==> src/rtl/fieldlock_pkg.sv <==
package fieldlock_pkg;

    localparam int XLEN       = 64;
    localparam int NUM_FIELDS = 7;

    typedef enum logic [1:0] {
        TGT_CTRL  = 2'd0,
        TGT_ALIAS = 2'd1,
        TGT_MASK  = 2'd2,
        TGT_NONE  = 2'd3
    } target_e;

    typedef enum logic [1:0] {
        PL_USER   = 2'd0,
        PL_KERNEL = 2'd1,
        PL_HYP    = 2'd2,
        PL_MON    = 2'd3
    } priv_e;

    typedef struct packed {
        logic ctrl_we;
        logic mask_we;
        logic undef;
    } wr_dec_t;

    // Bit position in the mask register of each lockable field.
    function automatic int field_pos(input int idx);
        case (idx)
            0:       return 16;
            1:       return 20;
            2:       return 24;
            3:       return 28;
            4:       return 29;
            5:       return 30;
            default: return 31;
        endcase
    endfunction

    // Expand a per-field presence vector into a full-width bit map.
    function automatic logic [XLEN-1:0] expand_fields(input logic [NUM_FIELDS-1:0] present);
        logic [XLEN-1:0] v;
        v = '0;
        for (int i = 0; i < NUM_FIELDS; i++) begin
            v[field_pos(i)] = present[i];
        end
        return v;
    endfunction

    // Protected bits keep old contents, the rest take new data.
    function automatic logic [XLEN-1:0] merge_under_mask(
        input logic [XLEN-1:0] old_v,
        input logic [XLEN-1:0] new_v,
        input logic [XLEN-1:0] lock
    );
        return (old_v & lock) | (new_v & ~lock);
    endfunction

endpackage

==> src/rtl/fieldlock_decode.sv <==
module fieldlock_decode
    import fieldlock_pkg::*;
(
    input  logic       wr_en,
    input  logic [1:0] wr_target,
    input  logic [1:0] wr_priv,
    input  logic       mask_nonzero,
    output wr_dec_t    dec
);
    target_e tgt;
    priv_e   lvl;
    logic    is_reg_target;

    assign tgt = target_e'(wr_target);
    assign lvl = priv_e'(wr_priv);
    assign is_reg_target = (tgt == TGT_CTRL) || (tgt == TGT_ALIAS) || (tgt == TGT_MASK);

    always_comb begin
        dec = '0;
        if (wr_en && is_reg_target) begin
            if (lvl == PL_USER) begin
                dec.undef = 1'b1;
            end else if (tgt == TGT_MASK) begin
                if (lvl == PL_KERNEL && mask_nonzero) begin
                    dec.undef = 1'b1;
                end else begin
                    dec.mask_we = 1'b1;
                end
            end else begin
                dec.ctrl_we = 1'b1;
            end
        end
    end
endmodule

==> src/rtl/fieldlock_maskreg.sv <==
module fieldlock_maskreg
    import fieldlock_pkg::*;
#(
    parameter logic [NUM_FIELDS-1:0] PRESENT = '1
) (
    input  logic            clk,
    input  logic            rst,
    input  logic            we,
    input  logic [XLEN-1:0] data,
    output logic [XLEN-1:0] q
);
    logic [NUM_FIELDS-1:0] field_q;

    for (genvar i = 0; i < NUM_FIELDS; i++) begin : g_field
        localparam int POS = field_pos(i);
        if (PRESENT[i]) begin : g_on
            logic bit_q;
            always_ff @(posedge clk) begin
                if (rst) begin
                    bit_q <= 1'b0;
                end else if (we) begin
                    bit_q <= data[POS];
                end
            end
            assign field_q[i] = bit_q;
        end else begin : g_off
            assign field_q[i] = 1'b0;
        end
    end

    assign q = expand_fields(field_q);
endmodule

==> src/rtl/fieldlock_ctrlreg.sv <==
module fieldlock_ctrlreg
    import fieldlock_pkg::*;
(
    input  logic            clk,
    input  logic            rst,
    input  logic            we,
    input  logic [XLEN-1:0] data,
    input  logic [XLEN-1:0] lock,
    output logic [XLEN-1:0] q
);
    logic [XLEN-1:0] q_r;

    always_ff @(posedge clk) begin
        if (rst) begin
            q_r <= '0;
        end else if (we) begin
            q_r <= merge_under_mask(q_r, data, lock);
        end
    end

    assign q = q_r;
endmodule

==> src/rtl/fieldlock_csr.sv <==
module fieldlock_csr
    import fieldlock_pkg::*;
#(
    parameter bit HAS_NESTED_VIRT   = 1'b1,
    parameter bit HAS_ACTIVITY_MON  = 1'b1,
    parameter bit HAS_PERM_OVERLAY  = 1'b1,
    parameter bit HAS_TRACE_SYSREG  = 1'b1,
    parameter bit HAS_MATRIX_EXT    = 1'b1,
    parameter bit HAS_VECTOR_EXT    = 1'b1
) (
    input  logic        clk,
    input  logic        rst,
    input  logic        wr_en,
    input  logic [1:0]  wr_target,
    input  logic [1:0]  wr_priv,
    input  logic [63:0] wr_data,
    output logic [63:0] ctrl_q,
    output logic [63:0] mask_q,
    output logic        wr_undef,
    output logic [63:0] impl_bits
);
    // Field presence in field_pos() order: 16, 20, 24, 28, 29, 30, 31.
    localparam logic [NUM_FIELDS-1:0] PRESENT = {
        HAS_NESTED_VIRT,
        HAS_NESTED_VIRT & HAS_ACTIVITY_MON,
        HAS_PERM_OVERLAY,
        HAS_TRACE_SYSREG,
        HAS_MATRIX_EXT,
        1'b1,
        HAS_VECTOR_EXT
    };
    localparam logic [XLEN-1:0] IMPL = expand_fields(PRESENT);

    wr_dec_t         dec;
    logic [XLEN-1:0] mask_w;
    logic            undef_q;

    fieldlock_decode u_decode (
        .wr_en        (wr_en),
        .wr_target    (wr_target),
        .wr_priv      (wr_priv),
        .mask_nonzero (|mask_w),
        .dec          (dec)
    );

    fieldlock_maskreg #(.PRESENT(PRESENT)) u_mask (
        .clk  (clk),
        .rst  (rst),
        .we   (dec.mask_we),
        .data (wr_data),
        .q    (mask_w)
    );

    fieldlock_ctrlreg u_ctrl (
        .clk  (clk),
        .rst  (rst),
        .we   (dec.ctrl_we),
        .data (wr_data),
        .lock (mask_w),
        .q    (ctrl_q)
    );

    always_ff @(posedge clk) begin
        if (rst) begin
            undef_q <= 1'b0;
        end else begin
            undef_q <= dec.undef;
        end
    end

    assign mask_q    = mask_w;
    assign wr_undef  = undef_q;
    assign impl_bits = IMPL;
endmodule

==> config.mk <==
export PLATFORM = sky130hd
export DESIGN_NAME = fieldlock_csr
export DESIGN_NICKNAME = d
export VERILOG_FILES = /design/src/rtl/fieldlock_pkg.sv /design/src/rtl/fieldlock_decode.sv /design/src/rtl/fieldlock_maskreg.sv /design/src/rtl/fieldlock_ctrlreg.sv /design/src/rtl/fieldlock_csr.sv
export SDC_FILE = /design/constraint.sdc
export NUM_CORES = 1
export LEC_CHECK = 0
export BUFFER_PORTS_ARGS = -buffer_cell sky130_fd_sc_hd__buf_2
export CORE_MARGIN = 1.5
export CORE_UTILIZATION = 45
export CTS_CLUSTER_DIAMETER = 80
export DETAILED_ROUTE_END_ITERATION = 8
export GPL_ROUTABILITY_DRIVEN = 0
export PLACE_DENSITY = 0.86
export SLEW_MARGIN = 20
export SYNTH_ARGS = -nofsm -noshare
export SYNTH_HDL_FRONTEND = slang
export SYNTH_HIERARCHICAL = 1
export SYNTH_SLANG_ARGS = --single-unit
==> constraint.sdc <==
create_clock -name clk -period 6.53 [get_ports clk]
set_clock_uncertainty 0.1 [all_clocks]
set_input_delay 0.653 -clock clk [delete_from_list [all_inputs] [get_ports clk]]
set_output_delay 0.653 -clock clk [all_outputs]
set_load 0.03 [all_outputs]
# --- Yosys cells after proc, flatten, opt, wreduce, memory -nomap -nowiden ---
# Index checks and enable logic that the tools add are counted.
word_totals:
  reg_bits: 72
  latchBits: 0
  mem_bits_rw: 0
  romBits: 0
  output_inout_bits: 193
  word_cells: 32
  mem_count: 0
op_classes:
  addsub: 0
  multipliers: 0
  div_mod_pow: 0
  n_lt_le_gt_ge: 0
  n_eq_ne: 3
  shifts: 0
  n_mux: 7
  bitwise_logic: 5
  n_reduce_logical: 8
ops:
  columns: ["operator", "n"]
  rows:
  - ["AND 64 x 32 -> 64 bit", 1]
  - ["AND 64 bit", 1]
  - ["inverter 32 -> 64 bit", 1]
  - ["bitwise OR 64 bit", 1]
  - ["OR reduction 7 bit", 1]
  - ["equality test 2 x 1 -> 1 bit (second input constant)", 2]
  - ["zero test 2 bit", 2]
  - ["two-way mux 1 bit", 4]
  - ["two-way mux 2 bit", 2]
  - ["two-way mux 3 bit", 1]
  - ["equality test 2 bit (second input constant)", 1]
  - ["logical AND 1 bit", 2]
  - ["logical OR 1 bit", 2]
  - ["OR reduction 2 bit", 1]
  - ["inverter 1 bit", 1]

# --- Depth between registers and ports, before layout ---
# Gate-level depths: netlist (run 1).
logic_depth:
  ltp_word: 6
  mapped_depth: 9
  ltp_nobuf: 7

# --- Hierarchy ---
# Netlist (run 1), hierarchy kept.
modules_own_cells:
  columns: ["module", "n_inst", "cells_each", "area_each_um2", "seq_area_each_um2"]
  rows:
  - ["fieldlock_ctrlreg", 1, 348, 3410.8, 1281.2]
  - ["fieldlock_maskreg", 1, 87, 732.0, 140.1]
  - ["fieldlock_csr", 1, 89, 653.1, 20.0]
  - ["fieldlock_decode", 1, 9, 62.6, 0.0]

# --- Worst setup path before layout (run 1) ---
# No wires, ideal clock.
synth_timing:
  path_type: "reg-to-reg"
  from: "register u_mask.g_field[5].g_on.bit_q"
  to: "register u_mask.g_field[0].g_on.bit_q"
  setup_time_ps: 114
  arrival_ps: 2091
  required_ps: 6316
  slack_ps: 4225
  stages_incl_launch_ff: 10
  n_path_buf: 2
  period_less_slack_ps: 2305
  cell_sequence: "dfxtp_1 > buf_4 > nor4_1 > nand4_1 > or4_1 > nand2b_1 > a211oi_2 > buf_6 > mux2i_1 > nor2_1"
synth_lines:
  columns: ["element", "line_no", "source"]
  rows:
  - ["from (decl)", "fieldlock_maskreg.sv:17", "logic bit_q;"]
  - ["from (signal assigned)", "fieldlock_maskreg.sv:22", "bit_q <= data[POS];"]
  - ["to (signal assigned)", "fieldlock_maskreg.sv:22", null]
  - ["to (decl)", "fieldlock_maskreg.sv:17", null]

==> results_dict.tcl, run 1 <==
set metrics [dict create \
    p_per_area_nw_per_um2 207 \
    synthMuxAreaShare 0.0144 \
    crit_path_max_incr_delay_ps 690 \
    p_leak_nw 2.34 \
    cts_root_buf "clkbuf_8" \
    grt_overflow 0 \
    syn_area_per_cell_um2 9.12 \
    synth_top_family_by_area "simple AND/OR/NAND/NOR gates" \
    avgViaCountPerCell 4.59 \
    start_util 0.466 \
    hold_viol_final 0 \
    max_freq_mhz 350 \
    cts_buffers 9 \
    layout.nets 721 \
    drtIter0Drc 212 \
    seq_area_um2 1440 \
    synth_compound_area_frac 0.0739 \
    worstSetupStartpointType "flip-flop" \
    cp-startpoint "u_mask/g_field[5].g_on.bit_q" \
    synth-simple-area-share 0.356 \
    worst_pin_slew_ps 969 \
    period_share 0.438 \
    placementRows 37 \
    setup_tns_ps 0 \
    path_class "reg2reg" \
    ir_drop_mv 0.105 \
    cts.sink_count 72 \
    crit_path_end_kind "flip-flop" \
    final-max-slew-violation-count 0 \
    netlist.area_leader.share 0.297 \
    yosys-top-cells-area "dfxtp_1 (30%), buf_4 (21%), nand4bb_1 (15%)" \
    hp-class "reg2reg" \
    portBuffers 142 \
    num_vias 3629 \
    setup_violations 0 \
    dr.pass1.iters 5 \
    post_cts_resized 0 \
    syn2layout_area_growth_pct 6.44 \
    dieArea_um2 11400 \
    clock_path_buffers 2 \
    clock_latency_ps 340 \
    rsz0062_at_grt "no" \
    wl_mm 10.6 \
    grt_pass1_wl_mm 16.0 \
    drv_cap 0 \
    slew-limit-headroom 0.354 \
    ys_types 23 \
    multi_input_area_um2 2620 \
    slowest_stage "a211oi_2" \
    die_h_um 107 \
    syn-instance-count 533 \
    ctsHoldBuffers 0 \
    required_ps 6620 \
    dp.final_hpwl_mm 7.91 \
    layout_commonest_cell "buf_2" \
    yosys.area_share.adder 0 \
    cp_num_buf_inv 0 \
    fill_cells 1028 \
    synth-warning-count 6 \
    antenna_found_initial 0 \
    core-area_um2 10400 \
    path_cells "nor4_1 -> nand4_1 -> or4_1 -> nand2b_1 -> a211oi_2 -> mux2i_1 -> nor2_1" \
    wl_per_cell_um 13.3 \
    h-tree-depth 3 \
    die_x_um 107 \
    reg2reg_from "u_mask/g_field[5].g_on.bit_q" \
    status "finished, final reports clean" \
    n_antenna_cell 0 \
    postRouteAntennaNets 0 \
    cp_max_fo 7 \
    io_pins 264 \
    power_w 0.00107 \
    synth_seq_cells 72 \
    ys_seq_area_frac 0.297 \
    synth_top_area_cell "dfxtp_1" \
    layout_min_cycle_time_ps 2860 \
    grt_usage 0.177 \
    post-route-drc-count 0 \
    post_cts_buffers 0 \
    layout-drive-gt1-share 0.256 \
    synth_area_um2 4860 \
    layout_common_cells "buf_2 (142), conb_1 (121), dfxtp_1 (72), nand2b_1 (66), nand4bb_1 (64)" \
    cts_tree "done" \
    clkTransAtPathRegs_ps 80 \
    grt_pass1_vias 3271 \
    arrival_ps 2950 \
    cpLargestDelayFamily "simple AND/OR/NAND/NOR gates" \
    synth_xor_area_frac 0 \
    grt_max_degree 137 \
]
-- synthesized netlist by cell type --
library cell and count:
nor2b_1 62, a211oi_2 1, nor4_2 1, and2b_1 2, nand2b_1 66, a221oi_2 1, nand4bb_1 64, nor4_1 15
mux2i_1 7, buf_6 20, nor2b_2 1, inv_1 1, nor2_1 8, or4_1 1, nand4_1 4, nor3b_1 1
buf_4 133, o21ai_2 3, buf_2 4, nand2_1 2, o21ai_1 61, dfxtp_1 72, conb_1 3
-- area by class of cell --
| cell class | count | share of cell area |
|---|---|---|
| Clock inverter | 5 | 0.0123 |
| Timing Repair Buffer | 145 | 0.142 |
| Inverter | 1 | 0.000726 |
| Tap cell | 136 | 0.0329 |
| Sequential cell | 72 | 0.279 |
| Clock buffer | 11 | 0.0273 |
| Multi-Input combinational cell | 421 | 0.506 |
-- per-stage QoR --
stage / instances / util / instance area (um^2) / worst slack (ps) / hold slack, ps
finish: 791 / 0.496 / 5170 / 3670 / 362
global route: 791 / 0.496 / 5170 / 3460 / 378
CTS: 791 / 0.496 / 5170 / 3690 / 365
detailed placement: 775 / 0.477 / 4970 / 3680 / 350
global placement: 775 / 0.477 / 4970 / 3830 / 350
floorplan: 651 / - / 5300 / 4220 / 362
-- power breakdown --
group	internal (W)	leakage, nW	switching [W]
combinational	0.0000621	1.65	0.000180
sequential	0.000452	0.584	0.00000715
clock	0.000191	0.101	0.000180
total	0.000705	2.34	0.000366
-- path summary, 6_finish.rpt --
kind / end / slack [ps] / cells after the start
max reg2reg: u_mask/g_field[1].g_on.bit_q / 3670 / 7
min reg2reg: flip-flop / 360 / 2
min: flip-flop / 360 / 2
max: u_mask/g_field[1].g_on.bit_q / 3670 / 7
-- cell families (layout without fill, tap and decap cells) --
kind of cell	count (synthesis)	count (layout)
AO/OA/AOI/OAI	66	66
buffers and inverters	158	162
flip-flops	72	72
multiplexers	7	7
other	3	121
AND/OR/NAND/NOR	227	227
-- worst min-delay path, delay by kind of cell, from the launching register on --
| family | cells | cell delay [ps] |
|---|---|---|
| compound gates | 1 | 50 |
| flops | 1 | 310 |
| simple gates | 1 | 60 |
-- metal layers --
metal	track usage	vias up	wire, um
met5	0	-	0
li1	-	1813	-
met1	0.211	1650	4470
met2	0.311	153	5200
met4	0.0552	0	159
met3	0.0438	13	718
Power figures use the tool's default switching activity.
==> run 2, diff against run 1 <==
==> constraint.sdc (replaced) <==
create_clock -name clk -period 2.9 [get_ports clk]
set_clock_uncertainty 0.1 [all_clocks]
set_input_delay 0.29 -clock clk [delete_from_list [all_inputs] [get_ports clk]]
set_output_delay 0.29 -clock clk [all_outputs]
set_load 0.03 [all_outputs]
==> run 2 against run 1 <==
Combinational power grew 130%. Setup slack lost 3300 ps. First-iteration DRC count shrank 8.0%. Cell area increased by 0.68%. Global-route usage up 0.32 points. Via count grew 1.2%. Die area did not move. Worst hold slack worse by 260 ps. Highest routed layer unchanged.
==> results_dict.tcl, run 2 (synthesis gave the netlist of run 1 again) <==
set metrics [dict create \
    status "finished, final reports clean" \
    slew-limit-headroom 0.491 \
    cts_root_buf "clkbuf_8" \
    ir_drop_mv 0.285 \
    crit_path_end_kind "flip-flop" \
    arrival_ps 2650 \
    layout_common_cells "buf_2 (142), conb_1 (121), dfxtp_1 (72), nand2b_1 (66), nand4bb_1 (64)" \
    core-area_um2 10400 \
    p_per_area_nw_per_um2 476 \
    grt_overflow 0 \
    postRouteAntennaNets 0 \
    required_ps 3020 \
    worstSetupStartpointType "flip-flop" \
    clock_latency_ps 350 \
    drtIter0Drc 195 \
    grt_pass1_wl_mm 16.3 \
    avgViaCountPerCell 4.64 \
    crit_path_max_incr_delay_ps 540 \
    setup_violations 0 \
    dp.final_hpwl_mm 7.88 \
    layout.nets 722 \
    die_h_um 107 \
    period_share 0.875 \
    n_antenna_cell 0 \
    cp_num_buf_inv 1 \
    clock_path_buffers 2 \
    placementRows 37 \
    post_cts_buffers 0 \
    postLayoutCoreUtil 0.500 \
    start_util 0.466 \
    p_leak_nw 2.35 \
    cts.sink_count 72 \
    instances_no_fill 792 \
    post-route-drc-count 0 \
    drv_cap 0 \
    grt_max_degree 137 \
    clkTransAtPathRegs_ps 90 \
    cp_max_fo 7 \
    fill_cells 1035 \
    syn2layout_area_growth_pct 7.16 \
    slowest_stage "or4_1" \
    cts_tree "done" \
    multi_input_area_um2 2620 \
    layout_min_cycle_time_ps 2540 \
    post_cts_resized 0 \
    setup_tns_ps 0 \
    num_vias 3671 \
    hp-class "in2reg" \
    h-tree-depth 3 \
    pre_cts_slack_ps 457 \
    dr.pass1.iters 4 \
    seq_area_um2 1440 \
    dieArea_um2 11400 \
    path_class "reg2reg" \
    antenna_found_initial 0 \
    numPlacedInstances 776 \
    layout-drive-gt1-share 0.258 \
    wl_mm 10.6 \
    grt_usage 0.180 \
    path_cells "nor4_1 -> nand4_1 -> or4_1 -> nand2b_1 -> a211oi_2 -> buf_4 -> mux2i_1 -> nor2_1" \
    worst_pin_slew_ps 763 \
    cts_buffers 9 \
    wl_per_cell_um 13.4 \
    rsz0062_at_grt "no" \
    ctsHoldBuffers 0 \
    power_w 0.00248 \
    hold_viol_final 0 \
    final-max-slew-violation-count 0 \
    setup_ws_ps 362 \
    max_freq_mhz 394 \
    portBuffers 142 \
    grt_pass1_vias 3328 \
    die_x_um 107 \
    io_pins 264 \
    layout_commonest_cell "buf_2" \
    cpLargestDelayFamily "simple AND/OR/NAND/NOR gates" \
]
[run 2: metal layers]
metal | up-vias | part of all wire | wire [um] | GRT usage
met1 | 1704 | 0.41 | 4390 | 0.206
met4 | 0 | 0.016 | 165 | 0.0543
met5 | - | 0 | 0 | 0
met3 | 11 | 0.071 | 752 | 0.0559
met2 | 144 | 0.50 | 5280 | 0.320
li1 | 1812 | - | - | -
[run 2: tightest hold or removal path: stages]
cell     delay, ps
buf_2           90
mux2i_1         60
nor2_1          70
[run 2: path summary, 6_finish.rpt]
| path | startpoint | end | slack (ps) | cells after the start |
|---|---|---|---|---|
| max | u_mask/g_field[5].g_on.bit_q | u_mask/g_field[0].g_on.bit_q | 360 | 8 |
| min | wr_data[20] | u_mask/g_field[1].g_on.bit_q | 100 | 3 |
| max reg2reg | u_mask/g_field[5].g_on.bit_q | u_mask/g_field[0].g_on.bit_q | 360 | 8 |
| min reg2reg | flip-flop | flip-flop | 360 | 2 |
[run 2: cell type report]
class | instances | area share
repair buffers | 146 | 0.145
clock inverters | 6 | 0.0178
well taps | 136 | 0.0327
clock buffers | 10 | 0.0245
inverters | 1 | 0.000721
multi-input cells | 421 | 0.503
flip-flops and latches | 72 | 0.277
[run 2: report_power, final]
group | internal, W | leakage, nW | switching (W)
clock network | 0.000489 | 0.103 | 0.000407
registers | 0.00102 | 0.584 | 0.0000158
logic | 0.000141 | 1.66 | 0.000405
total | 0.00165 | 2.35 | 0.000828
[run 2: stage by stage]
step	hold WS, ps	area, um^2
after detailed placement	351	4990
after global routing	70.0	5210
after global placement	352	4990
after floorplan	262	5300
after CTS	73.0	5210
final	101	5210
